### config.mk
export PLATFORM = sky130hd
export DESIGN_NAME = holdover_freq_gen
export DESIGN_NICKNAME = d
export VERILOG_FILES = /design/src/rtl/hfg_pkg.sv /design/src/rtl/hfg_iir.sv /design/src/rtl/hfg_freeze.sv /design/src/rtl/hfg_sel.sv /design/src/rtl/holdover_freq_gen.sv
export SDC_FILE = /design/constraint.sdc
export NUM_CORES = 1
export LEC_CHECK = 0
export BUFFER_PORTS_ARGS = -buffer_cell sky130_fd_sc_hd__buf_2
export CAP_MARGIN = 30
export CELL_PAD_IN_SITES_DETAIL_PLACEMENT = 0
export CELL_PAD_IN_SITES_GLOBAL_PLACEMENT = 2
export CORE_UTILIZATION = 38
export DETAILED_ROUTE_END_ITERATION = 16
export GPL_TIMING_DRIVEN = 0
export MAX_ROUTING_LAYER = met4
export PLACE_DENSITY = 0.91
export SKIP_CTS_REPAIR_TIMING = 1
export SYNTH_ARGS = -nofsm -noshare
export SYNTH_HDL_FRONTEND = slang
export SYNTH_HIERARCHICAL = 1
export SYNTH_SLANG_ARGS = --single-unit
### constraint.sdc
create_clock -name clk_i -period 7.7 [get_ports clk_i]
set_input_delay 0.385 -clock clk_i [delete_from_list [all_inputs] [get_ports clk_i]]
set_output_delay 0.385 -clock clk_i [all_outputs]
set_load 0.03 [all_outputs]
### src/rtl/hfg_pkg.sv
package hfg_pkg;
  typedef enum logic [1:0] {
    SRC_LIVE   = 2'd0,
    SRC_MANUAL = 2'd1,
    SRC_AVG    = 2'd2,
    SRC_FROZEN = 2'd3
  } src_e;

  function automatic src_e pick_src(logic hold, logic man, logic avg);
    if (!hold)    return SRC_LIVE;
    else if (man) return SRC_MANUAL;
    else if (avg) return SRC_AVG;
    else          return SRC_FROZEN;
  endfunction
endpackage

### src/rtl/hfg_iir.sv
module hfg_iir #(
  parameter int W      = 24,
  parameter int FRAC_W = 16,
  parameter int K_FAST = 4,
  parameter int K_SLOW = 8
) (
  input  logic         clk_i,
  input  logic         rst_ni,
  input  logic         upd_i,
  input  logic         fast_i,
  input  logic [W-1:0] x_i,
  output logic [W-1:0] avg_o
);
  localparam int AW = W + FRAC_W;

  logic signed [AW-1:0] acc_q, acc_d;
  logic                 primed_q;
  logic signed [AW:0]   x_ext, acc_ext, diff, step, nxt;

  always_comb begin
    x_ext   = {x_i[W-1], x_i, {FRAC_W{1'b0}}};
    acc_ext = {acc_q[AW-1], acc_q};
    diff    = x_ext - acc_ext;
    step    = fast_i ? (diff >>> K_FAST) : (diff >>> K_SLOW);
    nxt     = primed_q ? (acc_ext + step) : x_ext;  // first sample seeds directly
    acc_d   = nxt[AW-1:0];
  end

  always_ff @(posedge clk_i or negedge rst_ni) begin
    if (!rst_ni) begin
      acc_q    <= '0;
      primed_q <= 1'b0;
    end else if (upd_i) begin
      acc_q    <= acc_d;
      primed_q <= 1'b1;
    end
  end

  assign avg_o = acc_q[FRAC_W +: W];
endmodule

### src/rtl/hfg_freeze.sv
module hfg_freeze #(
  parameter int W = 24
) (
  input  logic         clk_i,
  input  logic         rst_ni,
  input  logic         hold_i,
  input  logic [W-1:0] integ_i,
  output logic [W-1:0] frz_o
);
  logic [W-1:0] frz_q;

  // tracks until holdover, then holds the last pre-holdover value
  always_ff @(posedge clk_i or negedge rst_ni) begin
    if (!rst_ni)     frz_q <= '0;
    else if (!hold_i) frz_q <= integ_i;
  end

  assign frz_o = frz_q;
endmodule

### src/rtl/hfg_sel.sv
module hfg_sel
  import hfg_pkg::*;
#(
  parameter int W = 24
) (
  input  logic         hold_i,
  input  logic         man_i,
  input  logic         avg_en_i,
  input  logic [W-1:0] live_i,
  input  logic [W-1:0] sw_i,
  input  logic [W-1:0] avg_i,
  input  logic [W-1:0] frz_i,
  output logic [W-1:0] out_o
);
  src_e src;

  always_comb begin
    src = pick_src(hold_i, man_i, avg_en_i);
    unique case (src)
      SRC_LIVE:   out_o = live_i;
      SRC_MANUAL: out_o = sw_i;
      SRC_AVG:    out_o = avg_i;
      default:    out_o = frz_i;
    endcase
  end
endmodule

### src/rtl/holdover_freq_gen.sv
module holdover_freq_gen #(
  parameter int W      = 24,
  parameter int FRAC_W = 16,
  parameter int K_FAST = 4,
  parameter int K_SLOW = 8
) (
  input  logic         clk_i,
  input  logic         rst_ni,
  input  logic         holdover_i,
  input  logic         locked_i,
  input  logic         sample_i,
  input  logic         manual_i,
  input  logic         auto_avg_i,
  input  logic         fast_avg_i,
  input  logic [W-1:0] integ_i,
  input  logic [W-1:0] freq_i,
  input  logic [W-1:0] sw_freq_i,
  output logic [W-1:0] freq_o
);
  logic         upd_w;
  logic [W-1:0] avg_w, frz_w;

  assign upd_w = sample_i & locked_i & ~holdover_i;

  hfg_iir #(.W(W), .FRAC_W(FRAC_W), .K_FAST(K_FAST), .K_SLOW(K_SLOW)) u_iir (
    .clk_i (clk_i),
    .rst_ni(rst_ni),
    .upd_i (upd_w),
    .fast_i(fast_avg_i),
    .x_i   (freq_i),
    .avg_o (avg_w)
  );

  hfg_freeze #(.W(W)) u_frz (
    .clk_i  (clk_i),
    .rst_ni (rst_ni),
    .hold_i (holdover_i),
    .integ_i(integ_i),
    .frz_o  (frz_w)
  );

  hfg_sel #(.W(W)) u_sel (
    .hold_i  (holdover_i),
    .man_i   (manual_i),
    .avg_en_i(auto_avg_i),
    .live_i  (freq_i),
    .sw_i    (sw_freq_i),
    .avg_i   (avg_w),
    .frz_i   (frz_w),
    .out_o   (freq_o)
  );
endmodule

* Word level (Yosys, flattened, before mapping)
Index checks and enable logic that the tools add are counted.
Widths: inputs -> output; s select.
** Word-level totals
- Output and inout port bits :: 24
- Input port bits :: 80
- Logic and storage cells :: 17
- Register bits after elaboration :: 65
** Cells by class
- Bitwise gates (word level) :: 3
- Add/sub/neg operators :: 2
- Reductions and logical operators :: 1
- Equal/unequal tests :: 2
- Multiplexer cells :: 6
** Operators by type and width (number)
- $pmux 24 s3 :: 1
- $sub 40x40->41 :: 1
- $add 40x37->40 :: 1
- $mux 40 :: 1
- $mux 36 :: 1
- $mux 2 :: 2
- $and 1x1->1 :: 2
- $eq 2x1->1 const B :: 1
- $eq 2x2->1 const B :: 1
- $logic_not 2->1 :: 1
- $mux 1 :: 1
- $not 1->1 :: 1

* Longest topological paths before layout
Gate-level depths: netlist of run 1.
- Depth after elaboration :: 5
- Depth in mapped cells :: 23
- Mapped depth without buffers :: 23

* Hierarchy
Netlist of run 1, hierarchy kept.
** By module, submodules not included
- hfg_iir :: instances 1, cells each 766, area each 5836.8 sq um
- hfg_freeze :: instances 1, cells each 51, area each 997.2 sq um
- hfg_sel :: instances 1, cells each 88, area each 635.6 sq um
- holdover_freq_gen :: instances 1, cells each 1, area each 8.8 sq um

* Worst setup path before layout of run 1
OpenSTA, ideal clock, no wires.
- Path type :: reg2reg
- From :: reg u_iir.acc_q[17]
- To :: reg u_iir.acc_q[39]
- Setup slack :: 2.997 ns
- Path buffers :: 0
- Setup time :: 0.069 ns
- Stages on the path, launching flop included :: 22
- Clock period less this slack :: 4.703 ns
- Arrival time :: 4.634 ns
- Required time :: 7.631 ns
- Path through :: dfrtp_1 -> inv_1 -> ha_1 -> a21o_1 -> a21o_1 -> a311o_1 -> a31oi_2 -> o221ai_1 -> a21o_1 -> a221o_1 -> a21oi_1 -> xor2_1 -> o21ai_1 -> ha_1 -> a21o_1 -> o21bai_1 -> nor3_1 -> a31oi_1 -> a31oi_1 -> o31ai_1 -> or4b_1 -> nand3_1
** Between the ends
- Longest elaborated chain between the ends :: 4
** Ends and longest elaborated chain
- start, declared :: line hfg_iir.sv:16 : logic signed [AW-1:0] acc_q, acc_d;
- start signal, assigned :: line hfg_iir.sv:31 : acc_q <= '0;
- start signal, assigned :: line hfg_iir.sv:34 : acc_q <= acc_d;
- $sub 40x40->41 :: line hfg_iir.sv:23 : diff = x_ext - acc_ext;
- $mux 36 :: line hfg_iir.sv:24 : step = fast_i ? (diff >>> K_FAST) : (diff >>> K_SLOW);
- $add 40x37->40 * :: line hfg_iir.sv:25 : nxt = primed_q ? (acc_ext + step) : x_ext;
- $mux 40 * :: line hfg_iir.sv:25
Every way passes the cells marked *; elsewhere a longest branch is shown, timed or not.
A chain may end at the register's enable or synchronous reset.

* Final worst setup path of run 1
- From :: reg u_iir.acc_q[1]
- To :: reg u_iir.acc_q[37]
Same word-level chain as after synthesis.

==> metrics.log, run 1 <==
[metrics] root cell of the clock tree: sky130_fd_sc_hd__clkbuf_16
[metrics] Hold Crit Class: primary input to async pin
[metrics] min cycle time layout: 5.99 ns
[metrics] Horiz. Die Dim: 142 microns
[metrics] vertical die dimension: 142 microns
[metrics] placement-stage worst setup slack: 1.81 ns
[metrics] Detailed Place HPWL: 19200 microns
[metrics] setup slack on the worst flop-to-flop path: 1.71 ns
[metrics] total congestion overflow: 0
[metrics] number of distinct library cells after synthesis: 71
[metrics] Syn Area/Cell: 8.25 sq um
[metrics] DRC violation total after the first TritonRoute iteration: 437
[metrics] clock latency at the later pin of the worst-skew pair: 0.35 ns
[metrics] unrepaired setup endpoints after global routing: no
[metrics] Ys Warns: 6
[metrics] critical register-to-register path endpoint: u_iir/acc_q[37]
[metrics] clock tree buffer depth: 2
[metrics] fraction of registers with async set/reset: 1.00
[metrics] DRC violations left: 0
[metrics] share of the cycle needed by the critical path after routing: 0.778
[metrics] largest net degree at the start of global routing: 34
[metrics] kind of critical path: register to register
[metrics] Max-Slew Margin vs Limit: 0.377
[metrics] number of diodes added for antenna fixing: 0
[metrics] kind of capture point of the worst setup path: register
[metrics] cell count after synthesis: 906
[metrics] layout overhead on the synthesized area: 15.5%
[metrics] WHS: -0.0156 ns
[metrics] initial antenna violation count: 0
[metrics] vias after detailed routing: 7103
[metrics] final number of setup-violating endpoints: 0
[metrics] clock-pin slew reported for the worst setup and hold paths after clock tree synthesis: 0.06 ns
[metrics] Final Hold Vio Count: 6
[metrics] violated checks: hold timing
[metrics] worst setup slack after layout: 1.71 ns
[metrics] run status: finished with violations
[metrics] Slew Limit Fails: 0
[metrics] number of detailed-route iterations in the first pass: 5
[metrics] summed instance area of the synthesized netlist: 7480 sq um
[metrics] I/O pin count: 104
[metrics] final routed wirelength across all metal layers: 23800 microns
[metrics] CP required: 7.90 ns
[metrics] CTS tree: yes
[metrics] max-capacitance violation count: 0
[metrics] die footprint: 20200 sq um
[metrics] critical path launch point type: register
[metrics] data arrival time of the worst path: 6.19 ns
[metrics] top_reg_cell synth: sky130_fd_sc_hd__dfrtp_1
[metrics] number of cell rows: 50
[metrics] post-synthesis net count: 1055
[metrics] startpoint of the worst register-to-register path: u_iir/acc_q[1]
[metrics] final weighted congestion in routability-driven placement: 0.899
[metrics] Initial Util: 0.393
[metrics] largest fanout of any net on the critical path: 4
[metrics] maximum level of the CTS H-tree: 3
[metrics] ratio of cells with drive above 1 in the final layout: 0.216
[metrics] CTS sink count: 65
[metrics] slew at the pin closest to its max-slew limit: 0.934 ns
[metrics] nets@finish: 1171
[metrics] via count of the first global-routing pass: 6974
[metrics] Port Buffers: 103
[metrics] Avg WL per Cell: 18.5 microns
[metrics] floorplan core area: 19000 sq um
[metrics] number of enable flip-flop cells after synthesis: 0
[metrics] DR vias/cell: 5.52
[metrics] path depth of the worst reg2reg path: 19
[metrics] final setup TNS: 0 ns
[metrics] count of state elements after synthesis: 65
[metrics] maximum clock rate: 0.167 GHz
[metrics] number of buffers inserted during clock tree synthesis: 9
[metrics] Antenna Violating Nets Remaining: 0
[metrics] wire length of the first global-routing pass: 37700 microns
[metrics] worst-case clock skew: 0.0120 ns
[metrics] proportion of synthesized chip area in sequential cells: 0.218
[metrics] combined global-route utilization of all metal layers: 0.252
[stage by stage]
step	instance area (sq um)	utilization	hold WS (ns)	std cells
after floorplan	7480	-	0.0894	906
after global placement	8320	0.437	0.494	1269
after detailed placement	8350	0.439	0.374	1271
after CTS	8630	0.454	-0.000997	1287
after global routing	8630	0.454	0.0151	1287
final	8630	0.454	-0.0156	1287
[critical path: stages (launching register included)]
cell and delay (ns):
sky130_fd_sc_hd__dfrtp_1 0.42, sky130_fd_sc_hd__nor4_4 0.36, sky130_fd_sc_hd__nand2_1 0.16, sky130_fd_sc_hd__or4_1 0.55, sky130_fd_sc_hd__nor3_2 0.28, sky130_fd_sc_hd__nand2_1 0.16
sky130_fd_sc_hd__nor2_1 0.23, sky130_fd_sc_hd__xor2_1 0.23, sky130_fd_sc_hd__o21ai_0 0.12, sky130_fd_sc_hd__ha_1 0.38, sky130_fd_sc_hd__o211ai_1 0.10, sky130_fd_sc_hd__o21ai_0 0.54
sky130_fd_sc_hd__o211ai_1 0.25, sky130_fd_sc_hd__a31oi_1 0.23, sky130_fd_sc_hd__o22ai_1 0.18, sky130_fd_sc_hd__o31ai_1 0.70, sky130_fd_sc_hd__a221oi_1 0.31, sky130_fd_sc_hd__o21ai_0 0.34
sky130_fd_sc_hd__xnor2_1 0.16, sky130_fd_sc_hd__o221ai_1 0.12
[area by class of cell]
type | instances | area (sq um)
fill | 1998 | 10400
multi-input combinational | 715 | 5220
sequential | 65 | 1630
timing repair buffer | 105 | 542
buffer | 70 | 419
tap | 260 | 325
clock buffer | 11 | 233
inverter | 56 | 210
clock inverter | 5 | 56.3
[synthesized netlist by cell type (5+ instances only)]
cell	n	area [sq um]
sky130_fd_sc_hd__a211oi_1	9	67.6
sky130_fd_sc_hd__a21o_1	23	173
sky130_fd_sc_hd__a21oi_1	99	495
sky130_fd_sc_hd__a31oi_1	10	62.6
sky130_fd_sc_hd__and3_1	5	31.3
sky130_fd_sc_hd__buf_1	9	33.8
sky130_fd_sc_hd__buf_2	6	30.0
sky130_fd_sc_hd__buf_4	25	188
sky130_fd_sc_hd__clkbuf_1	25	93.8
sky130_fd_sc_hd__dfrtp_1	65	1630
sky130_fd_sc_hd__ha_1	68	851
sky130_fd_sc_hd__inv_1	56	210
sky130_fd_sc_hd__mux2_2	11	124
sky130_fd_sc_hd__mux2_4	20	300
sky130_fd_sc_hd__mux2i_1	27	270
sky130_fd_sc_hd__nand2_1	64	240
sky130_fd_sc_hd__nand2b_1	6	37.5
sky130_fd_sc_hd__nand3_1	14	70.1
sky130_fd_sc_hd__nand3b_1	9	67.6
sky130_fd_sc_hd__nand4_1	10	62.6
sky130_fd_sc_hd__nor2_1	61	229
sky130_fd_sc_hd__nor2b_1	6	37.5
sky130_fd_sc_hd__nor3_1	10	50.1
sky130_fd_sc_hd__o211ai_1	7	52.6
sky130_fd_sc_hd__o21a_1	8	60.1
sky130_fd_sc_hd__o21ai_0	54	270
sky130_fd_sc_hd__o21bai_1	13	97.6
sky130_fd_sc_hd__o22ai_1	42	263
sky130_fd_sc_hd__o22ai_2	20	250
sky130_fd_sc_hd__or2_2	5	31.3
sky130_fd_sc_hd__xnor2_1	39	342
sky130_fd_sc_hd__xor2_1	24	210
[state kept, by name (all words and copies together) (netlist names)]
| name | flops |
|---|---|
| u_frz/frz_o | 24 |
| u_iir/primed_q | 1 |
| u_iir/acc_q | 40 |
[worst max-delay path by stage]
stage | from | slack, ns | depth (start not counted) | endpoint
floorplan | freq_i[1] | 3.00 | 20 | u_iir/acc_q[39]
detailed placement | u_iir/acc_q[1] | 1.81 | 19 | u_iir/acc_q[37]
global placement | u_iir/acc_q[1] | 1.75 | 19 | u_iir/acc_q[36]
CTS | u_iir/acc_q[1] | 1.75 | 19 | u_iir/acc_q[37]
global route | u_iir/acc_q[1] | 1.25 | 19 | u_iir/acc_q[37]
finish | u_iir/acc_q[1] | 1.71 | 19 | u_iir/acc_q[37]
[logic make-up (layout without fill, tap and decap cells)]
kind of cell    count (synthesis)  in the layout  synth area share
compound gates                316            316             0.277
simple gates                  209            209             0.138
buf+inv                       126            247            0.0842
fa+ha+maj                      69             69             0.116
flops                          65             65             0.218
xor+xnor                       63             63            0.0738
mux                            58             58            0.0929
[cells in the final DEF (no fill, tap or decap), drive strengths merged, types with 3 or more instances in the layout]
master  instances
o21a            8
o22ai          62
clkinv          3
a21o           23
o21ai          55
o21bai         13
a41oi           3
ha             68
nand4          11
nor4            4
xnor2          39
a31oi          11
nand3b          9
dfrtp          65
a211oi         10
and3            5
a21oi          99
nand3          14
clkbuf         36
nor3           12
o211ai          7
inv            56
buf           150
mux2           31
xor2           24
nor2           61
nor2b           6
or2             5
o31ai           5
nand2b          6
mux2i          27
nand2          64
o221ai          3
[layer usage]
layer,wire (microns),GRT usage,vias up
li1,-,-,3535
met1,11600,0.341,3338
met2,10600,0.388,199
met3,1100,0.0333,31
met4,455,0.0787,0
met5,0,-,-
Power of run 1 is left out: the tool's default activity adds up to more than one toggle a clock period on the data nets, which glitch-free logic cannot reach.
==> run 2: changes to the inputs <==
CORE_UTILIZATION = 35   (was 38)
PLACE_DENSITY = 0.85   (was 0.91)
clock period = 5.8 ns   (was 7.7 ns; I/O delays follow)
==> run 2 against run 1 <==
The run now ends clean. Die area grew 8.5%. Core utilization shrank 3.9 points. Clock-buffer cell count shrank 2. Critical path depth grew 2. Sequential cell count is the same. Hold slack gained 0.18 ns. Clock skew grew 0.0036 ns. Register-to-register slack lost 1.4 ns. Global-route usage shrank 1.5 points. Maximum frequency grew 8.5%. Via count grew 0.73%. Largest cell class unchanged.
==> metrics.log, run 2 (same netlist as run 1, synthesis figures left out) <==
[metrics] cell at the slowest stage of the critical path: sky130_fd_sc_hd__or4b_1
[metrics] Post-Place Cell Area: 8360 sq um (+0.22%)
[metrics] crit path buf inv count: 1 (+1)
[metrics] vias after detailed routing: 7155 (+0.73%)
[metrics] combined global-route utilization of all metal layers: 0.236 (-0.0155)
[metrics] slew at the pin closest to its max-slew limit: 0.944 ns (+0.00985 ns)
[metrics] Antenna Violating Nets Remaining: 0 (unchanged)
[metrics] Hold Crit Class: primary input to register
[metrics] nets@finish: 1171 (unchanged)
[metrics] critical register-to-register path endpoint: u_iir/acc_q[39]
[metrics] Min-Delay Startpoint: integ_i[8]
[metrics] startpoint of the worst register-to-register path: u_iir/acc_q[17]
[metrics] ratio of cells with drive above 1 in the final layout: 0.227 (+0.0107)
[metrics] Slew Limit Fails: 0 (unchanged)
[metrics] final routed wirelength across all metal layers: 24500 microns (+2.9%)
[metrics] post-route cell area: 8700 sq um (+0.75%)
[metrics] layout overhead on the synthesized area: 16.3%
[metrics] Port Buffers: 103 (unchanged)
[metrics] critical path launch point type: register
[metrics] cell repeated most along the worst path: sky130_fd_sc_hd__a21o_1
[metrics] unrepaired setup endpoints after global routing: no
[metrics] DRC violation total after the first TritonRoute iteration: 404 (-7.6%)
[metrics] vertical die dimension: 148 microns (+4.1%)
[metrics] placement-stage worst setup slack: -0.0268 ns (-1.84 ns)
[metrics] cells along the critical path: inv_1 > ha_1 > a21o_1 > a21o_1 > a311o_1 > a31oi_2 > o221ai_1 > a21o_1 > a221o_1 > a21oi_1 > xor2_1 > o21ai_1 > ha_1 > nand2_1 > o21bai_1 > nor3_1 > a31oi_1 > a31oi_2 > and3_1 > or4b_1 > nand3_1
[metrics] WHS: 0.160 ns (+0.175 ns)
[metrics] max-capacitance violation count: 0 (unchanged)
[metrics] path depth of the worst reg2reg path: 21 (+2)
[metrics] worst setup path start: u_iir/acc_q[17]
[metrics] kind of critical path: register to register
[metrics] data arrival time of the worst path: 5.80 ns (-0.39 ns)
[metrics] I/O pin count: 104 (unchanged)
[metrics] placed insts: 1286 (+1.2%)
[metrics] min cycle time layout: 5.52 ns (-0.469 ns)
[metrics] largest net degree at the start of global routing: 35 (+2.9%)
[metrics] largest register by flop count: u_iir/acc_q
[metrics] Final Hold Vio Count: 0 (-6)
[metrics] maximum level of the CTS H-tree: 3 (unchanged)
[metrics] Initial Util: 0.357 (-0.0363)
[metrics] clock latency at the later pin of the worst-skew pair: 0.36 ns (about the same)
[metrics] wire length of the first global-routing pass: 38800 microns (+3.1%)
[metrics] CP required: 6.08 ns (-1.82 ns)
[metrics] maximum clock rate: 0.181 GHz (+8.5%)
[metrics] final standard cell count with taps included and fillers excluded: 1302 (+1.2%)
[metrics] clock-pin slew reported for the worst setup and hold paths after clock tree synthesis: 0.07 ns (about the same)
[metrics] CTS tree: yes
[metrics] Detailed Place HPWL: 19600 microns (+2.0%)
[metrics] total congestion overflow: 0 (unchanged)
[metrics] Max-Slew Margin vs Limit: 0.371 (-0.00657)
[metrics] Avg WL per Cell: 18.8 microns (+1.7%)
[metrics] floorplan core area: 21000 sq um (+10%)
[metrics] kind of capture point of the worst setup path: register
[metrics] die footprint: 22000 sq um (+8.5%)
[metrics] final weighted congestion in routability-driven placement: 0.904 (+0.63%)
[metrics] number of diodes added for antenna fixing: 0 (unchanged)
[metrics] DRC violations left: 0 (unchanged)
[metrics] most frequent standard cell in the layout excluding fill and tap cells: sky130_fd_sc_hd__buf_2
[metrics] run status: complete, no violations
[metrics] worst setup slack after layout: 0.281 ns (-1.43 ns)
[metrics] CTS sink count: 65 (unchanged)
[metrics] endpoint of the worst hold path: u_frz/frz_o[8]
[metrics] Hold Path Stages: 2
[metrics] setup slack on the worst flop-to-flop path: 0.28 ns (-1.43 ns)
[metrics] Horiz. Die Dim: 148 microns (+4.1%)
[metrics] via count of the first global-routing pass: 6974 (unchanged)
[metrics] largest fanout of any net on the critical path: 4 (unchanged)
[metrics] leading cell types in the layout, fill and taps excluded: sky130_fd_sc_hd__buf_2 (108), sky130_fd_sc_hd__a21oi_1 (98), sky130_fd_sc_hd__ha_1 (68), sky130_fd_sc_hd__dfrtp_1 (64), sky130_fd_sc_hd__nand2_1 (64)
[metrics] number of buffers inserted during clock tree synthesis: 9 (unchanged)
[metrics] DR vias/cell: 5.50 (-0.43%)
[metrics] initial antenna violation count: 0 (unchanged)
[metrics] number of detailed-route iterations in the first pass: 7 (+2)
[metrics] Slowest Stage Delay on Critical Path: 0.51 ns (-0.19 ns)
[metrics] number of cell rows: 53 (+6.0%)
[metrics] Largest register FFs: 40 (unchanged)
[metrics] final number of setup-violating endpoints: 0 (unchanged)
[metrics] root cell of the clock tree: sky130_fd_sc_hd__clkbuf_16
[metrics] Crit path max-delay family: compound AO/OA/AOI/OAI gates
[metrics] clock tree buffer depth: 2 (unchanged)
[metrics] worst-case clock skew: 0.0156 ns (+0.00355 ns)
[metrics] share of the cycle needed by the critical path after routing: 0.952 (+0.174)
## run 2: cell types whose count changed in the layout (fill, tap and decap cells not counted), sizes merged
cell         delta
buf             +1
clkbuf          -4
clkinv          +1
inv             +2
bufinv          -1
dlygate4sd3     +1
## run 2: worst max path at each step
| stage | cells past startpoint | slack, ns | to |
|---|---|---|---|
| after floorplan | 21 | 1.10 | u_iir/acc_q[39] |
| after global placement | 19 | -0.11 | u_iir/acc_q[37] |
| after detailed placement | 19 | -0.03 | u_iir/acc_q[37] |
| after CTS | 19 | -0.07 | u_iir/acc_q[37] |
| after global routing | 21 | 0.005 | u_iir/acc_q[39] |
| final | 21 | 0.28 | u_iir/acc_q[39] |
## run 2: stage by stage
stage / utilization / TNS, ns
6_report: 0.415 / 0
5_1_grt: 0.415 / 0
4_1_cts: 0.412 / -0.0725
3_5_place_dp: 0.399 / -0.0268
3_3_place_gp: 0.398 / -0.266
2_1_floorplan: - / 0
## run 2: cell type report
cell class	count	area [sq um]
clock buffers	9	225
multi-input cells	715	5270
fillers	2227	12300
well taps	275	344
repair buffers	107	559
plain buffers	68	412
clock inverters	7	52.6
inverters	56	210
flip-flops and latches	65	1630
## run 2: metal layers
metal / track usage / up-vias / wire length (microns)
met3: 0.0328 / 28 / 996
met4: 0.0613 / 0 / 451
met1: 0.323 / 3410 / 12100
met5: - / - / 0
met2: 0.365 / 185 / 11000
li1: - / 3532 / -
Power of run 2 is left out for the same reason.
==> run 3: changes to the inputs <==
BUFFER_PORTS_ARGS = -buffer_cell sky130_fd_sc_hd__buf_4   (was -buffer_cell sky130_fd_sc_hd__buf_2)
==> run 3 against run 2 <==
Final area rose by 3.0%. Wire length rose by 1.6%. Clock skew is 0.0076 ns lower. Critical path type unchanged.
==> metrics.log, run 3 (same netlist as run 1, synthesis figures left out) <==
[metrics] final weighted congestion in routability-driven placement: 0.893 (-1.3%)
[metrics] max-capacitance violation count: 0 (unchanged)
[metrics] Crit path max-delay family: compound AO/OA/AOI/OAI gates
[metrics] vias after detailed routing: 7107 (-0.67%)
[metrics] Initial Util: 0.357 (unchanged)
[metrics] cell repeated most along the worst path: sky130_fd_sc_hd__a21o_1
[metrics] number of detailed-route iterations in the first pass: 7 (unchanged)
[metrics] ratio of cells with drive above 1 in the final layout: 0.227 (+0.000443)
[metrics] Antenna Violating Nets Remaining: 0 (unchanged)
[metrics] placement-stage worst setup slack: -0.133 ns (-0.106 ns)
[metrics] root cell of the clock tree: sky130_fd_sc_hd__clkbuf_16
[metrics] floorplan core area: 21000 sq um (unchanged)
[metrics] kind of capture point of the worst setup path: register
[metrics] largest net degree at the start of global routing: 66 (+89%)
[metrics] Hold Path Stages: 2 (unchanged)
[metrics] final routed wirelength across all metal layers: 24900 microns (+1.6%)
[metrics] total congestion overflow: 0 (unchanged)
[metrics] Largest register FFs: 40 (unchanged)
[metrics] fillcell total: 2192 (-1.6%)
[metrics] Port Buffers: 103 (unchanged)
[metrics] crit path buf inv count: 1 (unchanged)
[metrics] die footprint: 22000 sq um (unchanged)
[metrics] Post-Place Cell Area: 8600 sq um (+2.8%)
[metrics] initial antenna violation count: 0 (unchanged)
[metrics] slew at the pin closest to its max-slew limit: 0.992 ns (+0.0480 ns)
[metrics] final setup TNS: 0 ns (unchanged)
[metrics] CTS tree: yes
[metrics] combined global-route utilization of all metal layers: 0.237 (+0.000874)
[metrics] I/O pin count: 104 (unchanged)
[metrics] DRC violation total after the first TritonRoute iteration: 411 (+1.7%)
[metrics] DR vias/cell: 5.47 (-0.52%)
[metrics] via count of the first global-routing pass: 7161 (+2.7%)
[metrics] clock tree buffer depth: 2 (unchanged)
[metrics] unrepaired setup endpoints after global routing: no
[metrics] share of the cycle needed by the critical path after routing: 0.948 (-0.00377)
[metrics] nets@finish: 1169 (-0.17%)
[metrics] CP required: 6.09 ns (about the same)
[metrics] clock latency at the later pin of the worst-skew pair: 0.35 ns (about the same)
[metrics] vertical die dimension: 148 microns (unchanged)
[metrics] Horiz. Die Dim: 148 microns (unchanged)
[metrics] Avg WL per Cell: 19.2 microns (+1.8%)
[metrics] final standard cell count with taps included and fillers excluded: 1300 (-0.15%)
[metrics] Slowest Stage Delay on Critical Path: 0.48 ns (-0.03 ns)
[metrics] cell at the slowest stage of the critical path: sky130_fd_sc_hd__or4b_1
[metrics] final number of setup-violating endpoints: 0 (unchanged)
[metrics] Max-Slew Margin vs Limit: 0.339 (-0.0320)
[metrics] largest register by flop count: u_iir/acc_q
[metrics] Hold Crit Class: primary input to register
[metrics] startpoint of the worst register-to-register path: u_iir/acc_q[17]
[metrics] CTS sink count: 65 (unchanged)
[metrics] number of cell rows: 53 (unchanged)
[metrics] leading cell types in the layout, fill and taps excluded: sky130_fd_sc_hd__buf_4 (129), sky130_fd_sc_hd__a21oi_1 (98), sky130_fd_sc_hd__ha_1 (67), sky130_fd_sc_hd__dfrtp_1 (64), sky130_fd_sc_hd__nand2_1 (64)
[metrics] layout overhead on the synthesized area: 19.8%
[metrics] DRC violations left: 0 (unchanged)
[metrics] path depth of the worst reg2reg path: 21 (unchanged)
[metrics] placed insts: 1284 (-0.16%)
[metrics] worst setup path start: u_iir/acc_q[17]
[metrics] cells along the critical path: inv_1 > ha_1 > a21o_1 > a21o_1 > a311o_1 > a31oi_2 > o221ai_1 > a21o_1 > a221o_1 > a21oi_1 > xor2_1 > o21ai_1 > ha_1 > a21o_1 > o21bai_1 > nor3_1 > a31oi_1 > a31oi_2 > o31ai_1 > or4b_1 > nand3_1
[metrics] largest fanout of any net on the critical path: 4 (unchanged)
[metrics] worst setup slack after layout: 0.302 ns (+0.0219 ns)
[metrics] critical path launch point type: register
[metrics] min cycle time layout: 5.50 ns (-0.0219 ns)
[metrics] run status: complete, no violations
[metrics] post-route cell area: 8960 sq um (+3.0%)
[metrics] Final Hold Vio Count: 0 (unchanged)
[metrics] Min-Delay Startpoint: integ_i[0]
[metrics] Detailed Place HPWL: 19700 microns (+0.47%)
[metrics] worst-case clock skew: 0.00799 ns (-0.00759 ns)
[metrics] number of buffers inserted during clock tree synthesis: 9 (unchanged)
[metrics] kind of critical path: register to register
[metrics] maximum level of the CTS H-tree: 3 (unchanged)
[metrics] wire length of the first global-routing pass: 39000 microns (+0.32%)
[metrics] maximum clock rate: 0.182 GHz (+0.40%)
[metrics] number of diodes added for antenna fixing: 0 (unchanged)
[metrics] Slew Limit Fails: 0 (unchanged)
[metrics] data arrival time of the worst path: 5.79 ns (about the same)
[metrics] number of cells on the critical path: 21 (unchanged)
[metrics] most frequent standard cell in the layout excluding fill and tap cells: sky130_fd_sc_hd__buf_4
[metrics] clock-pin slew reported for the worst setup and hold paths after clock tree synthesis: 0.07 ns (about the same)
[run 3: layout make-up]
class                   count  area (sq um)  share of cell area
flip-flops and latches     65          1630               0.182
repair buffers            106           818              0.0913
clock inverters             7          71.3             0.00796
well taps                 275           344              0.0384
inverters                  56           210              0.0235
plain buffers              67           408              0.0455
clock buffers               9           225              0.0251
multi-input cells         715          5260               0.587
[run 3: routing by layer]
metal / GRT usage / wire [microns]
met1: 0.318 / 11900
met2: 0.373 / 11500
met3: 0.0328 / 1150
met4: 0.0639 / 346
met5: - / 0
[run 3: metrics by stage]
stage	hold WS [ns]	util
after global routing	0.160	0.428
after detailed placement	0.488	0.410
final	0.166	0.428
after global placement	0.492	0.410
after CTS	0.117	0.424
after floorplan	-0.00559	-
[run 3: final timing paths]
path,to,slack [ns]
max in group asynchronous,u_iir/acc_q[28],4.98
worst max register to register,u_iir/acc_q[39],0.30
worst min register to register,u_frz/frz_o[0],0.51
worst min-delay path,u_frz/frz_o[0],0.17
min in group asynchronous,u_iir/acc_q[8],0.27
worst max-delay path,u_iir/acc_q[39],0.30
Power of run 3 is left out for the same reason.
